--- src/rtl/coh_pkg.sv ---
package coh_pkg;
  typedef enum logic [1:0] {
    LS_INV = 2'd0,
    LS_SHR = 2'd1,
    LS_EXC = 2'd2
  } line_st_e;

  typedef enum logic [1:0] {
    BC_NONE   = 2'd0,
    BC_RDMISS = 2'd1,
    BC_WRMISS = 2'd2,
    BC_WBACK  = 2'd3
  } bus_cmd_e;

  typedef enum logic [1:0] {
    MS_IDLE   = 2'd0,
    MS_VICTIM = 2'd1,
    MS_MISS   = 2'd2
  } miss_st_e;
endpackage

--- src/rtl/coh_line_store.sv ---
module coh_line_store
  import coh_pkg::*;
#(
  parameter int IDX_W  = 2,
  parameter int TAG_W  = 6,
  parameter int DATA_W = 16
) (
  input  logic              clk,
  input  logic              rst_n,
  input  logic [IDX_W-1:0]  ra_idx,
  output line_st_e          ra_st,
  output logic [TAG_W-1:0]  ra_tag,
  output logic [DATA_W-1:0] ra_data,
  input  logic [IDX_W-1:0]  rb_idx,
  output line_st_e          rb_st,
  output logic [TAG_W-1:0]  rb_tag,
  output logic [DATA_W-1:0] rb_data,
  input  logic              wr_en,
  input  logic [IDX_W-1:0]  wr_idx,
  input  line_st_e          wr_st,
  input  logic              wr_fill,
  input  logic [TAG_W-1:0]  wr_tag,
  input  logic [DATA_W-1:0] wr_data
);
  localparam int LINES = 1 << IDX_W;

  line_st_e          st_q   [LINES];
  logic [TAG_W-1:0]  tag_q  [LINES];
  logic [DATA_W-1:0] data_q [LINES];

  always_ff @(posedge clk or negedge rst_n) begin
    if (!rst_n) begin
      for (int i = 0; i < LINES; i++) st_q[i] <= LS_INV;
    end else if (wr_en) begin
      st_q[wr_idx] <= wr_st;
    end
  end

  always_ff @(posedge clk) begin
    if (wr_en && wr_fill) begin
      tag_q[wr_idx]  <= wr_tag;
      data_q[wr_idx] <= wr_data;
    end
  end

  assign ra_st   = st_q[ra_idx];
  assign ra_tag  = tag_q[ra_idx];
  assign ra_data = data_q[ra_idx];
  assign rb_st   = st_q[rb_idx];
  assign rb_tag  = tag_q[rb_idx];
  assign rb_data = data_q[rb_idx];
endmodule

--- src/rtl/coh_snoop_resp.sv ---
module coh_snoop_resp
  import coh_pkg::*;
#(
  parameter int TAG_W  = 6,
  parameter int DATA_W = 16
) (
  input  logic              snp_valid,
  input  bus_cmd_e          snp_cmd,
  input  logic [TAG_W-1:0]  snp_tag,
  input  line_st_e          line_st,
  input  logic [TAG_W-1:0]  line_tag,
  input  logic [DATA_W-1:0] line_data,
  output logic              upd,
  output line_st_e          nxt_st,
  output logic              abort,
  output logic [DATA_W-1:0] supply
);
  logic is_miss;
  logic match;

  always_comb begin
    is_miss = (snp_cmd == BC_RDMISS) || (snp_cmd == BC_WRMISS);
    match   = snp_valid && is_miss && (line_st != LS_INV) && (line_tag == snp_tag);
    upd     = match;
    abort   = match && (line_st == LS_EXC);
    supply  = abort ? line_data : '0;
    nxt_st  = (snp_cmd == BC_WRMISS) ? LS_INV : LS_SHR;
  end
endmodule

--- src/rtl/coh_miss_fsm.sv ---
module coh_miss_fsm
  import coh_pkg::*;
#(
  parameter int IDX_W  = 2,
  parameter int TAG_W  = 6,
  parameter int DATA_W = 16
) (
  input  logic              clk,
  input  logic              rst_n,
  input  logic              cpu_req,
  input  logic              cpu_we,
  input  logic [TAG_W-1:0]  cpu_tag,
  input  logic [IDX_W-1:0]  cpu_idx,
  input  logic [DATA_W-1:0] cpu_wdata,
  output logic              cpu_ready,
  output logic [DATA_W-1:0] cpu_rdata,
  input  line_st_e          line_st,
  input  logic [TAG_W-1:0]  line_tag,
  input  logic [DATA_W-1:0] line_data,
  input  logic              snp_busy,
  output logic              bus_req,
  input  logic              bus_gnt,
  output bus_cmd_e          bus_cmd,
  output logic [TAG_W+IDX_W-1:0] bus_addr,
  output logic [DATA_W-1:0] bus_wdata,
  input  logic [DATA_W-1:0] bus_rdata,
  output logic              wr_en,
  output line_st_e          wr_st,
  output logic              wr_fill,
  output logic [TAG_W-1:0]  wr_tag,
  output logic [DATA_W-1:0] wr_data
);
  miss_st_e cur_q, nxt;
  logic tag_eq, present, hit, victim;

  always_comb begin
    tag_eq  = (line_tag == cpu_tag);
    present = (line_st != LS_INV) && tag_eq;
    hit     = present && (!cpu_we || (line_st == LS_EXC));
    victim  = (line_st == LS_EXC) && !tag_eq;

    nxt       = cur_q;
    cpu_ready = 1'b0;
    cpu_rdata = line_data;
    bus_req   = 1'b0;
    bus_cmd   = BC_NONE;
    bus_addr  = '0;
    bus_wdata = '0;
    wr_en     = 1'b0;
    wr_st     = line_st;
    wr_fill   = 1'b0;
    wr_tag    = cpu_tag;
    wr_data   = cpu_wdata;

    unique case (cur_q)
      MS_IDLE: begin
        if (cpu_req && !snp_busy) begin
          if (hit) begin
            cpu_ready = 1'b1;
            if (cpu_we) begin
              wr_en   = 1'b1;
              wr_st   = LS_EXC;
              wr_fill = 1'b1;
            end
          end else begin
            nxt = victim ? MS_VICTIM : MS_MISS;
          end
        end
      end
      MS_VICTIM: begin
        if (line_st != LS_EXC) begin
          // ownership already given up to a snoop; memory is current
          nxt = MS_MISS;
        end else begin
          bus_req   = 1'b1;
          bus_cmd   = BC_WBACK;
          bus_addr  = {line_tag, cpu_idx};
          bus_wdata = line_data;
          if (bus_gnt) begin
            wr_en = 1'b1;
            wr_st = LS_INV;
            nxt   = MS_MISS;
          end
        end
      end
      MS_MISS: begin
        bus_req  = 1'b1;
        bus_cmd  = cpu_we ? BC_WRMISS : BC_RDMISS;
        bus_addr = {cpu_tag, cpu_idx};
        if (bus_gnt) begin
          wr_en     = 1'b1;
          wr_st     = cpu_we ? LS_EXC : LS_SHR;
          wr_fill   = 1'b1;
          wr_data   = cpu_we ? cpu_wdata : bus_rdata;
          cpu_ready = 1'b1;
          cpu_rdata = cpu_we ? cpu_wdata : bus_rdata;
          nxt       = MS_IDLE;
        end
      end
      default: nxt = MS_IDLE;
    endcase
  end

  always_ff @(posedge clk or negedge rst_n) begin
    if (!rst_n) cur_q <= MS_IDLE;
    else        cur_q <= nxt;
  end
endmodule

--- src/rtl/snoop_inv_ctrl.sv ---
module snoop_inv_ctrl
  import coh_pkg::*;
#(
  parameter int ADDR_W = 8,
  parameter int DATA_W = 16,
  parameter int IDX_W  = 2
) (
  input  logic              clk,
  input  logic              rst_n,
  input  logic              cpu_req,
  input  logic              cpu_we,
  input  logic [ADDR_W-1:0] cpu_addr,
  input  logic [DATA_W-1:0] cpu_wdata,
  output logic              cpu_ready,
  output logic [DATA_W-1:0] cpu_rdata,
  output logic              bus_req,
  input  logic              bus_gnt,
  output logic [1:0]        bus_cmd,
  output logic [ADDR_W-1:0] bus_addr,
  output logic [DATA_W-1:0] bus_wdata,
  input  logic [DATA_W-1:0] bus_rdata,
  input  logic              snp_valid,
  input  logic [1:0]        snp_cmd,
  input  logic [ADDR_W-1:0] snp_addr,
  output logic              snp_abort,
  output logic [DATA_W-1:0] snp_data
);
  localparam int TAG_W   = ADDR_W - IDX_W;
  localparam int SYNC_LN = 2;

  // reset: asserted asynchronously, released on the clock
  logic [SYNC_LN-1:0] rst_sync_q;
  logic rst_int_n;
  always_ff @(posedge clk or negedge rst_n) begin
    if (!rst_n) rst_sync_q <= '0;
    else        rst_sync_q <= {rst_sync_q[SYNC_LN-2:0], 1'b1};
  end
  assign rst_int_n = rst_sync_q[SYNC_LN-1];

  logic [IDX_W-1:0] c_idx, s_idx;
  logic [TAG_W-1:0] c_tag, s_tag;
  assign c_idx = cpu_addr[IDX_W-1:0];
  assign c_tag = cpu_addr[ADDR_W-1:IDX_W];
  assign s_idx = snp_addr[IDX_W-1:0];
  assign s_tag = snp_addr[ADDR_W-1:IDX_W];

  line_st_e          a_st, b_st;
  logic [TAG_W-1:0]  a_tag, b_tag;
  logic [DATA_W-1:0] a_data, b_data;

  logic              s_upd, s_abort;
  line_st_e          s_nxt;
  logic [DATA_W-1:0] s_supply;

  logic              f_wr_en, f_wr_fill;
  line_st_e          f_wr_st;
  logic [TAG_W-1:0]  f_wr_tag;
  logic [DATA_W-1:0] f_wr_data;
  bus_cmd_e          f_cmd;

  logic              m_wr_en, m_wr_fill;
  logic [IDX_W-1:0]  m_wr_idx;
  line_st_e          m_wr_st;

  // snoop updates take the single write port ahead of the CPU side
  always_comb begin
    if (s_upd) begin
      m_wr_en   = 1'b1;
      m_wr_idx  = s_idx;
      m_wr_st   = s_nxt;
      m_wr_fill = 1'b0;
    end else begin
      m_wr_en   = f_wr_en;
      m_wr_idx  = c_idx;
      m_wr_st   = f_wr_st;
      m_wr_fill = f_wr_fill;
    end
  end

  coh_line_store #(.IDX_W(IDX_W), .TAG_W(TAG_W), .DATA_W(DATA_W)) u_store (
    .clk     (clk),
    .rst_n   (rst_int_n),
    .ra_idx  (c_idx),
    .ra_st   (a_st),
    .ra_tag  (a_tag),
    .ra_data (a_data),
    .rb_idx  (s_idx),
    .rb_st   (b_st),
    .rb_tag  (b_tag),
    .rb_data (b_data),
    .wr_en   (m_wr_en),
    .wr_idx  (m_wr_idx),
    .wr_st   (m_wr_st),
    .wr_fill (m_wr_fill),
    .wr_tag  (f_wr_tag),
    .wr_data (f_wr_data)
  );

  coh_snoop_resp #(.TAG_W(TAG_W), .DATA_W(DATA_W)) u_snoop (
    .snp_valid (snp_valid),
    .snp_cmd   (bus_cmd_e'(snp_cmd)),
    .snp_tag   (s_tag),
    .line_st   (b_st),
    .line_tag  (b_tag),
    .line_data (b_data),
    .upd       (s_upd),
    .nxt_st    (s_nxt),
    .abort     (s_abort),
    .supply    (s_supply)
  );

  coh_miss_fsm #(.IDX_W(IDX_W), .TAG_W(TAG_W), .DATA_W(DATA_W)) u_fsm (
    .clk       (clk),
    .rst_n     (rst_int_n),
    .cpu_req   (cpu_req),
    .cpu_we    (cpu_we),
    .cpu_tag   (c_tag),
    .cpu_idx   (c_idx),
    .cpu_wdata (cpu_wdata),
    .cpu_ready (cpu_ready),
    .cpu_rdata (cpu_rdata),
    .line_st   (a_st),
    .line_tag  (a_tag),
    .line_data (a_data),
    .snp_busy  (snp_valid),
    .bus_req   (bus_req),
    .bus_gnt   (bus_gnt),
    .bus_cmd   (f_cmd),
    .bus_addr  (bus_addr),
    .bus_wdata (bus_wdata),
    .bus_rdata (bus_rdata),
    .wr_en     (f_wr_en),
    .wr_st     (f_wr_st),
    .wr_fill   (f_wr_fill),
    .wr_tag    (f_wr_tag),
    .wr_data   (f_wr_data)
  );

  assign bus_cmd   = f_cmd;
  assign snp_abort = s_abort;
  assign snp_data  = s_supply;
endmodule

--- config.mk ---
export PLATFORM = sky130hd
export DESIGN_NAME = snoop_inv_ctrl
export DESIGN_NICKNAME = d
export VERILOG_FILES = /design/src/rtl/coh_pkg.sv /design/src/rtl/coh_line_store.sv /design/src/rtl/coh_snoop_resp.sv /design/src/rtl/coh_miss_fsm.sv /design/src/rtl/snoop_inv_ctrl.sv
export SDC_FILE = /design/constraint.sdc
export NUM_CORES = 1
export LEC_CHECK = 0
export ABC_AREA = 0
export ABC_CLOCK_PERIOD_IN_PS = 3000
export BUFFER_PORTS_ARGS = -buffer_cell sky130_fd_sc_hd__buf_4
export CAP_MARGIN = 10
export CORE_MARGIN = 4
export CORE_UTILIZATION = 40
export DETAILED_ROUTE_END_ITERATION = 16
export SLEW_MARGIN = 20
export SYNTH_ARGS = -nofsm -noshare
export SYNTH_HDL_FRONTEND = slang
export SYNTH_SLANG_ARGS = --single-unit
--- constraint.sdc ---
create_clock -name clk -period 3 [get_ports clk]
set_clock_uncertainty 0.05 [all_clocks]
set_input_delay 0.45 -clock clk [delete_from_list [all_inputs] [get_ports clk]]
set_output_delay 0.45 -clock clk [all_outputs]
set_load 0.02 [all_outputs]
== Yosys cells after proc, flatten, opt, wreduce, memory -nomap -nowiden ==
Memory sizes are Yosys's and may differ from the RTL's.
Index checks and enable logic that the tools add are counted.

* Magnitude comparators: 4
* Equality and inequality tests: 13
* Multiplexer cells: 55
* Bitwise logic cells: 3
* Reductions and logical operators: 19

{| class="wikitable"
|+ Operator list
! operator !! number
|-
| 16-bit two-way mux || 8
|-
| 2-bit two-way mux || 21
|-
| 8-bit one-hot mux with 2 select lines || 1
|-
| 1-bit two-way mux || 13
|-
| 6-bit == test || 2
|-
| 2-bit one-hot mux with 3 select lines || 2
|-
| 1-bit logical AND || 10
|-
| 3-bit greater-or-equal comparator, second input constant || 3
|-
| 2-bit NOT with 3-bit output || 3
|-
| 2-bit binary-select mux with 2-bit select || 2
|-
| 8-bit bitwise mux || 1
|-
| 2-bit == test, second input constant || 4
|-
| 8-bit two-way mux || 1
|-
| 2-bit inequality test, second input constant || 3
|-
| 1-bit one-hot mux with 2 select lines || 3
|-
| 2-bit demux with 2-bit select || 1
|-
| 2-bit by 1-bit == test with 1-bit output, second input constant || 2
|-
| 2-bit one-hot mux with 2 select lines || 1
|-
| 4-bit AND reduction || 1
|-
| 2-bit nonzero test || 2
|-
| 1-bit logical NOT || 3
|-
| 3-bit by 1-bit < comparator with 1-bit output, second input constant || 1
|-
| 3-bit by 2-bit inequality test with 1-bit output, second input constant || 1
|-
| 1-bit one-hot mux with 3 select lines || 1
|-
| other kinds (3) || 4
|}

* Register bits: 12
* RAM bits: 88
* Input bits: 56
* Output and inout bits: 61
* Logic and storage cells: 102
* Memories kept: 2

{| class="wikitable"
|+ Memories
! memory !! words !! bits a word !! read ports !! clocked after memory_dff !! wr ports !! RTL line !! source
|-
| u_store.data_q || 4 || 16 || 2 || 0 || 1 || coh_line_store.sv:29 || <nowiki>logic [DATA_W-1:0] data_q [LINES];</nowiki>
|-
| u_store.tag_q || 4 || 6 || 2 || 0 || 1 || coh_line_store.sv:28 || <nowiki>logic [TAG_W-1:0] tag_q [LINES];</nowiki>
|}

== Depth between registers and ports, before layout ==
Gate-level depths: netlist of run 1.

* Depth after elaboration: 14
* Mapped depth: 10

== By module ==
A second synthesis of run 1 with hierarchy kept.

* Cells, all modules: 409
* Area total of the unflattened synthesis: 6057.1 sq um

{| class="wikitable"
|+ Modules (own cells, without submodules)
! module !! times used !! cells an instance !! area each (sq um) !! sequential area each (sq um)
|-
| coh_line_store || 1 || 173 || 4234.1 || 2842.7
|-
| coh_miss_fsm || 1 || 171 || 1305.0 || 50.0
|-
| coh_snoop_resp || 1 || 56 || 404.1 || 0.0
|-
| snoop_inv_ctrl || 1 || 9 || 113.9 || 50.0
|}

== Worst setup path after synthesis of run 1 ==
No wires, ideal clock.

* Path type: input -> register
* Start point: in cpu_addr[0]
* End point: mem u_store.data_q[0][0] (enable)
* Data arrival time: 3633 ps
* Setup slack: -1112 ps
* Stages: 8
* Cell sequence: buf_2 -> mux4_2 -> xnor2_1 -> nand4_1 -> nor2_1 -> nand3_1 -> a211o_1 -> nor3_1

* Cells in the longest elaborated chain, start to end: 14

{| class="wikitable"
|+ RTL lines
! item !! RTL line !! source
|-
| start: declaration || snoop_inv_ctrl.sv:12 || <nowiki>input logic [ADDR_W-1:0] cpu_addr,</nowiki>
|-
| 2-bit NOT with 3-bit output (not written as such) || coh_line_store.sv:46 || <nowiki>assign ra_st = st_q[ra_idx];</nowiki>
|-
| 2-bit binary-select mux with 2-bit select || coh_line_store.sv:46 ||
|-
| 2-bit two-way mux (not written as such) (2 in series) || coh_line_store.sv:46 ||
|-
| 2-bit == test / 2-bit nonzero test (equally long branches) || coh_miss_fsm.sv:39, coh_miss_fsm.sv:38 ||
|-
| 1-bit logical OR / 1-bit logical AND (equally long branches) || coh_miss_fsm.sv:39, coh_miss_fsm.sv:38 ||
|-
| 1-bit logical AND || coh_miss_fsm.sv:39 || <nowiki>hit = present && (!cpu_we || (line_st == LS_EXC));</nowiki>
|-
| 1-bit two-way mux || coh_miss_fsm.sv:58 || <nowiki>if (hit) begin</nowiki>
|-
| 1-bit two-way mux || coh_miss_fsm.sv:57 || <nowiki>if (cpu_req && !snp_busy) begin</nowiki>
|-
| 1-bit one-hot mux with 3 select lines / 1-bit one-hot mux with 2 select lines (equally long branches) || coh_miss_fsm.sv:55 || <nowiki>unique case (cur_q)</nowiki>
|-
| 1-bit two-way mux || snoop_inv_ctrl.sv:67 || <nowiki>if (s_upd) begin</nowiki>
|-
| 1-bit logical AND || coh_line_store.sv:40 || <nowiki>if (wr_en && wr_fill) begin</nowiki>
|-
| 1-bit two-way mux || coh_line_store.sv:40 ||
|-
| 1-bit two-way mux (not written as such) || coh_line_store.sv:42 || <nowiki>data_q[wr_idx] <= wr_data;</nowiki>
|-
| end: declaration || coh_line_store.sv:29 ||
|}

Several ways; a longest one is shown, not always the timed one. The select of a mux whose other input is x is not followed.

==> results of run 1 <==
flip-flops by register name, summed over array words and instances (netlist names):
name	flops
rst_sync_q	2
u_fsm.cur_q	2
u_store.data_q	64
u_store.st_q	8
u_store.tag_q	24
cell usage after synthesis, types with 2 or more instances:
cell / number
a31oi_1: 2
buf_2: 3
xnor2_1: 12
a21oi_2: 2
mux4_2: 46
edfxtp_1: 88
nor3_1: 3
nand3_1: 3
o21ai_0: 21
mux2_2: 18
dfrtp_1: 12
mux4_1: 2
nor2_1: 11
a22oi_1: 6
ha_1: 5
clkbuf_1: 16
o21ai_1: 2
nand2_1: 27
and2_1: 17
buf_1: 3
o22ai_1: 3
buf_6: 2
mux2_1: 2
a21oi_1: 2
nor3b_2: 2
nor2b_1: 25
mux2i_1: 22
inv_1: 14
nand4_1: 4
nand2b_1: 2
cells by family after synthesis:
kind of cell,Yosys count,share of synthesized area [%]
AO/OA/AOI/OAI,42,4.52
XOR/XNOR,12,1.87
adder cells (fa/ha/maj),5,1.11
buffers and inverters,39,2.94
flip-flops,100,52.4
multiplexers,90,27.3
other,1,0.0668
AND/OR/NAND/NOR,100,9.78
per-layer routing:
metal  GRT usage (%)  wire, µm  vias to the layer above  part of all wire (%)
li1                -         -                     1772                     -
met1            24.6      6100                     1961                    41
met2            33.7      7880                      112                    53
met3            3.37       782                       13                   5.2
met4            5.99       199                        0                   1.3
met5               0         0                        -                     0
through the flow:
step	util (%)	setup TNS [ns]	area, µm²	instances	total power, mW
after global placement	50.4	-2.88	6970	694	3.34
after global routing	53.4	-2.03	7380	711	4.77
final	53.4	-0.172	7390	712	4.52
after CTS	52.9	-1.21	7320	711	4.56
after detailed placement	50.4	-4.95	6970	694	3.36
after floorplan	-	-2.63	5690	389	2.70
power breakdown:
part	leakage [nW]	switching, mW	internal, mW
Combinational	1.79	0.876	0.736
Sequential	0.942	0.0725	1.66
Clock	0.144	0.522	0.657
worst register-to-register path, delay by kind of cell, from the launching register on:
kind / cells / cell delay (ns)
DFF: 1 / 0.42
AOI/OAI and AO/OA: 1 / 0.39
muxes: 1 / 0.51
and+or+nand+nor: 4 / 0.59
buffers and inverters: 1 / 0.21
xor gates and xnor gates: 1 / 0.25
cells in the final DEF (no fill, tap or decap), types with 2 or more instances in the layout:
cell       synthesis  final
nor2_4             0      2
nand2b_1           2      2
inv_8              0      2
inv_1             14     14
xnor2_2            0      2
and2_1            17     17
buf_6              2     11
a31oi_1            2      2
buf_4              0    133
o21ai_0           21     20
a21oi_2            2      2
mux2_2            18     18
mux4_2            46     48
xnor2_1           12     10
nor2_1            11      9
a21oi_1            2      2
nor3_4             0      2
o22ai_1            3      3
nand3_1            3      3
nand4_1            4      4
ha_1               5      5
nor2b_1           25     11
mux2_1             2      2
clkbuf_16          0      9
buf_12             0      5
dfrtp_1           12     12
nor3_2             1      2
nor2b_2            0     14
a22oi_1            6      6
o21ai_1            2      3
mux2i_1           22     22
nand2_1           27     27
edfxtp_1          88     88
final cells by class:
| class | count | area, µm² |
|---|---|---|
| fillers | 1147 | 6440 |
| clock inverters | 6 | 72.6 |
| diodes | 1 | 2.50 |
| repair buffers | 150 | 1230 |
| inverters | 15 | 58.8 |
| multi-input cells | 250 | 2620 |
| clock buffers | 10 | 229 |
| flip-flops and latches | 100 | 2940 |
| well taps | 180 | 225 |
how the worst max path moves through the flow:
stage	start	end	depth (start not counted)
after floorplan	cpu_addr[0]	u_store.data_q[0][0]	8
after CTS	u_store.tag_q[0][0]	snp_data[15]	9
after detailed placement	cpu_addr[0]	bus_addr[0]	9
after global routing	u_store.tag_q[0][3]	snp_data[2]	9
final	u_store.tag_q[3][1]	snp_data[0]	9
after global placement	cpu_addr[0]	bus_addr[0]	9
repair_timing:
action                                  4_1_cts  5_1_grt
pin swaps                                     2        1
resized for setup                            15       17
endpoints found under the setup margin       28       25
hold buffers                                  1        0
setup buffers                                 0        0
endpoints found under the hold margin         2        0
==> impl_metrics.py, run 1 <==
metrics = {
    "run_status": {
        "status": "finished, violations left",
        "violations": "negative setup slack",
    },
    "floorplanning": {
        "core.rowCount": 43,
        "die_h_um": 126,
        "core_area_mm2": 0.0138,
        "dieWidth_um": 126,
        "io_pins": 117,
        "start_util_pct": 40.6,
        "die_area_mm2": 0.0160,
    },
    "timing": {
        "relSlewSlack_pct": 66.0,
        "fmax_ghz": 0.331,
        "hold_violations": 0,
        "post-route-period-util_pct": 101,
        "finalSetupViolations": 12,
        "drv_slew": 0,
        "worst_slew_pin_slew_ns": 0.510,
        "holdWs_ns": 0.139,
        "min_period_ns": 3.03,
        "rsz0062_at_grt": "true",
        "setup_ws_ns": -0.0257,
    },
    "clock_tree": {
        "clk_pin_slew_worst_paths_ns": 0.07,
        "clock_latency_ns": 0.35,
        "h-tree-depth": 3,
        "clk_path_buf_depth": 2,
        "cts_tree": "yes",
        "cts_inserted_buffers": 9,
        "clock-sinks": 100,
        "cts_root_buf": "clkbuf_16",
    },
    "critical_path": {
        "r2r_setup_slack_ns": 0.26,
        "start_kind": "flop",
        "timing.rr.end": "u_store.data_q[0][3]",
        "reg2reg_depth": 8,
        "crit_arrival_ns": 2.53,
        "path_class": "flop to primary output",
        "cp.required_ns": 2.50,
        "worstSetupEndpointType": "primary output",
        "cp_top_family": "simple AND/OR/NAND/NOR gates",
        "r2r_start": "u_store.tag_q[0][4]",
        "slowest_delay_ns": 0.52,
        "crit_buf_inv": 3,
        "worst_path_max_delay_cell": "mux4_2",
        "crit_chain": "mux4_2, xnor2_2, nand2_1, or3_4, inv_4, nand3b_4, buf_12, nor2b_1, buf_4",
        "crit_fanout": 17,
    },
    "placement": {
        "place_ws_ns": -0.162,
        "port_buffers": 116,
        "post-dp-hpwl_um": 10800,
        "routabilityCongestion": 0.850,
    },
    "global_routing": {
        "grt_pass1_wl_um": 23700,
        "grt_usage_pct": 19.3,
        "grt_max_degree": 33,
        "overflow": 0,
        "grt_pass1_vias": 4220,
        "antenna_found_initial": 0,
    },
    "layout": {
        "drive_gt1_share_pct": 49.2,
        "area_delta_synth_final_pct": 31.5,
        "nets": 587,
    },
    "synth": {
        "syn_inst": 389,
        "synth_fp_nets": 450,
        "yosysWarnings": 0,
        "syn_area_mm2": 0.00562,
        "synth_edf_count": 88,
        "synth_top_area_cell": "edfxtp_1",
        "avgSynthCellArea_um2": 14.4,
        "ys_seq_area_share_pct": 52.4,
        "netlist-cell-type-count": 42,
        "synthFlopType": "edfxtp_1",
        "netlist_top_cells_area": "edfxtp_1 (47%), mux4_2 (18%), dfrtp_1 (5.3%)",
        "synth.ff_latch_count": 100,
        "netlist.area_leader.share_pct": 47.0,
        "synthArstFlopShare_pct": 12.0,
    },
    "pwr": {
        "power_density_mw_per_mm2": 612,
        "peakVddDrop_mv": 0.401,
        "p_leak_nw": 2.88,
    },
    "drt": {
        "num_vias": 3858,
        "wl_per_cell_um": 21.0,
        "drc_errors": 0,
        "firstDrtPassIters": 4,
        "antenna_left": 0,
        "drt_iter0_markers": 292,
        "vias_per_cell": 5.42,
        "wl_um": 15000,
    },
    "worst_hold_path": {
        "hold_path_class": "flop to asynchronous set/reset pin",
    },
    "run": {
        "max_cap_viol_count": 0,
    },
}
Power figures use the tool's default switching activity.
==> inputs of run 2 (changes only) <==
- REMOVE_ABC_BUFFERS: unset -> 1
==> run 2 against run 1 <==
The run still ends with negative setup slack left. Die area unchanged. Hold slack worse by 0.021 ns. Critical path type unchanged. Largest cell class unchanged. Design area fell by 1.5%. Utilization fell by 0.78 points. Largest power group unchanged. Sequential share of layout area rose by 0.59 points. Flip-flop and latch count unchanged. Critical path depth is the same.
==> impl_metrics.py, run 2 (same netlist as run 1, synthesis figures left out) <==
metrics = {
    "global_routing": {
        "overflow": 0,
        "grt_usage_pct": 18.1,
        "grt_pass1_wl_um": 22200,
        "grt_max_degree": 33,
        "antenna_found_initial": 0,
        "grt_pass1_vias": 4010,
    },
    "timing": {
        "hold_violations": 0,
        "fmax_ghz": 0.331,
        "rsz0062_at_grt": "true",
        "drv_slew": 0,
        "setup_ws_ns": -0.0248,
        "worst_slew_pin_slew_ns": 0.518,
        "min_period_ns": 3.02,
        "finalSetupViolations": 13,
        "relSlewSlack_pct": 65.5,
        "post-route-period-util_pct": 101,
        "holdWs_ns": 0.118,
    },
    "placement": {
        "port_buffers": 116,
        "place_ws_ns": -0.0769,
        "post-dp-hpwl_um": 10300,
        "routabilityCongestion": 0.818,
    },
    "clock_tree": {
        "clock_latency_ns": 0.34,
        "clk_path_buf_depth": 2,
        "cts_setup_buffers": 0,
        "clock-sinks": 100,
        "cts_inserted_buffers": 9,
        "cts_tree": "yes",
        "clk_pin_slew_worst_paths_ns": 0.06,
        "cts_root_buf": "clkbuf_16",
        "h-tree-depth": 3,
    },
    "critical_path": {
        "reg2reg_depth": 8,
        "crit_fanout": 17,
        "r2r_start": "u_store.tag_q[3][4]",
        "crit_arrival_ns": 2.52,
        "cp.required_ns": 2.50,
        "path_class": "flop to primary output",
        "worstSetupEndpointType": "primary output",
        "r2r_setup_slack_ns": 0.33,
        "timing.rr.end": "u_store.data_q[2][10]",
        "start_kind": "flop",
    },
    "layout": {
        "nets": 582,
        "final_cell_mix": "buf_4 (128), edfxtp_1 (88), mux4_2 (48)",
        "top_register": "u_store.data_q",
        "insertedDiodeCount": 0,
        "largestRegisters": "u_store.data_q (64), u_store.tag_q (24), u_store.st_q (8)",
        "largest_register_ffs": 64,
        "drive_gt1_share_pct": 48.2,
        "final_common_cell": "buf_4",
        "area_delta_synth_final_pct": 29.6,
        "post-route-util_pct": 52.6,
    },
    "floorplanning": {
        "dieWidth_um": 126,
        "core_area_mm2": 0.0138,
        "start_util_pct": 40.6,
        "die_h_um": 126,
        "die_area_mm2": 0.0160,
        "io_pins": 117,
        "core.rowCount": 43,
    },
    "drt": {
        "wl_um": 14100,
        "drt_iter0_markers": 229,
        "wl_per_cell_um": 20.0,
        "firstDrtPassIters": 5,
        "drc_errors": 0,
        "vias_per_cell": 5.41,
        "num_vias": 3817,
        "antenna_left": 0,
    },
    "run_status": {
        "status": "finished, violations left",
        "violations": "negative setup slack",
    },
    "pwr": {
        "p_total_mw": 4.30,
        "power_density_mw_per_mm2": 591,
        "peakVddDrop_mv": 0.265,
        "p_leak_nw": 2.84,
    },
    "run": {
        "max_cap_viol_count": 0,
    },
    "worst_hold_path": {
        "hold_path_class": "flop to asynchronous set/reset pin",
    },
}
==> run 2: final cells by class <==
type / instances / area [µm²]
sequential: 100 / 2940
multi-input combinational: 250 / 2610
clock inverter: 6 / 40.0
timing repair buffer: 145 / 1180
tap: 180 / 225
inverter: 15 / 58.8
clock buffer: 9 / 225
fill: 1177 / 6550
==> run 2: metal layers <==
layer	wire length [µm]	up-vias	GRT usage (%)
met4	140	0	4.98
li1	-	1759	-
met1	6090	1934	24.5
met3	955	10	3.16
met2	6880	114	30.1
met5	0	-	0
==> run 2: timing repair <==
| action | in CTS | in global routing |
|---|---|---|
| hold buffers | 1 | 0 |
| hold endpoints to repair | 2 | 0 |
| endpoints found under the setup margin | 16 | 17 |
| gates cloned | 0 | 0 |
| resized for setup | 28 | 11 |
==> run 2: stage by stage <==
step	TNS (ns)	area, µm²	std cells
floorplan	-50.55	5510	365
global placement	-0.396	6870	689
detailed placement	-0.286	6870	689
CTS	-0.238	7230	705
global route	-1.41	7280	705
finish	-0.141	7280	705
==> run 2: worst max path at each step <==
stage          slack, ns                   end           startpoint
6_report           -0.02          snp_data[12]  u_store.tag_q[3][1]
5_1_grt            -0.11           snp_data[9]  u_store.tag_q[2][1]
4_1_cts            -0.03           snp_data[8]  u_store.tag_q[0][1]
3_5_place_dp       -0.08          snp_data[13]          snp_addr[0]
3_3_place_gp       -0.08          snp_data[13]          snp_addr[0]
2_1_floorplan      -0.88  u_store.data_q[0][0]          snp_addr[0]
==> run 2: where the power goes <==
| group | internal, mW | leakage, nW | switching (mW) |
|---|---|---|---|
| Sequential | 1.66 | 0.942 | 0.0672 |
| Clock | 0.556 | 0.121 | 0.487 |
| Combinational | 0.697 | 1.77 | 0.836 |
| Total | 2.91 | 2.84 | 1.39 |
==> run 2: worst max-delay path, stage by stage, from the launching register on <==
cell and delay (ns):
edfxtp_1 0.40, mux4_2 0.51, xnor2_2 0.14, nand2_1 0.10, or3_4 0.41, inv_4 0.07, nand3b_4 0.08, buf_12 0.17
nor2b_2 0.15, buf_6 0.13
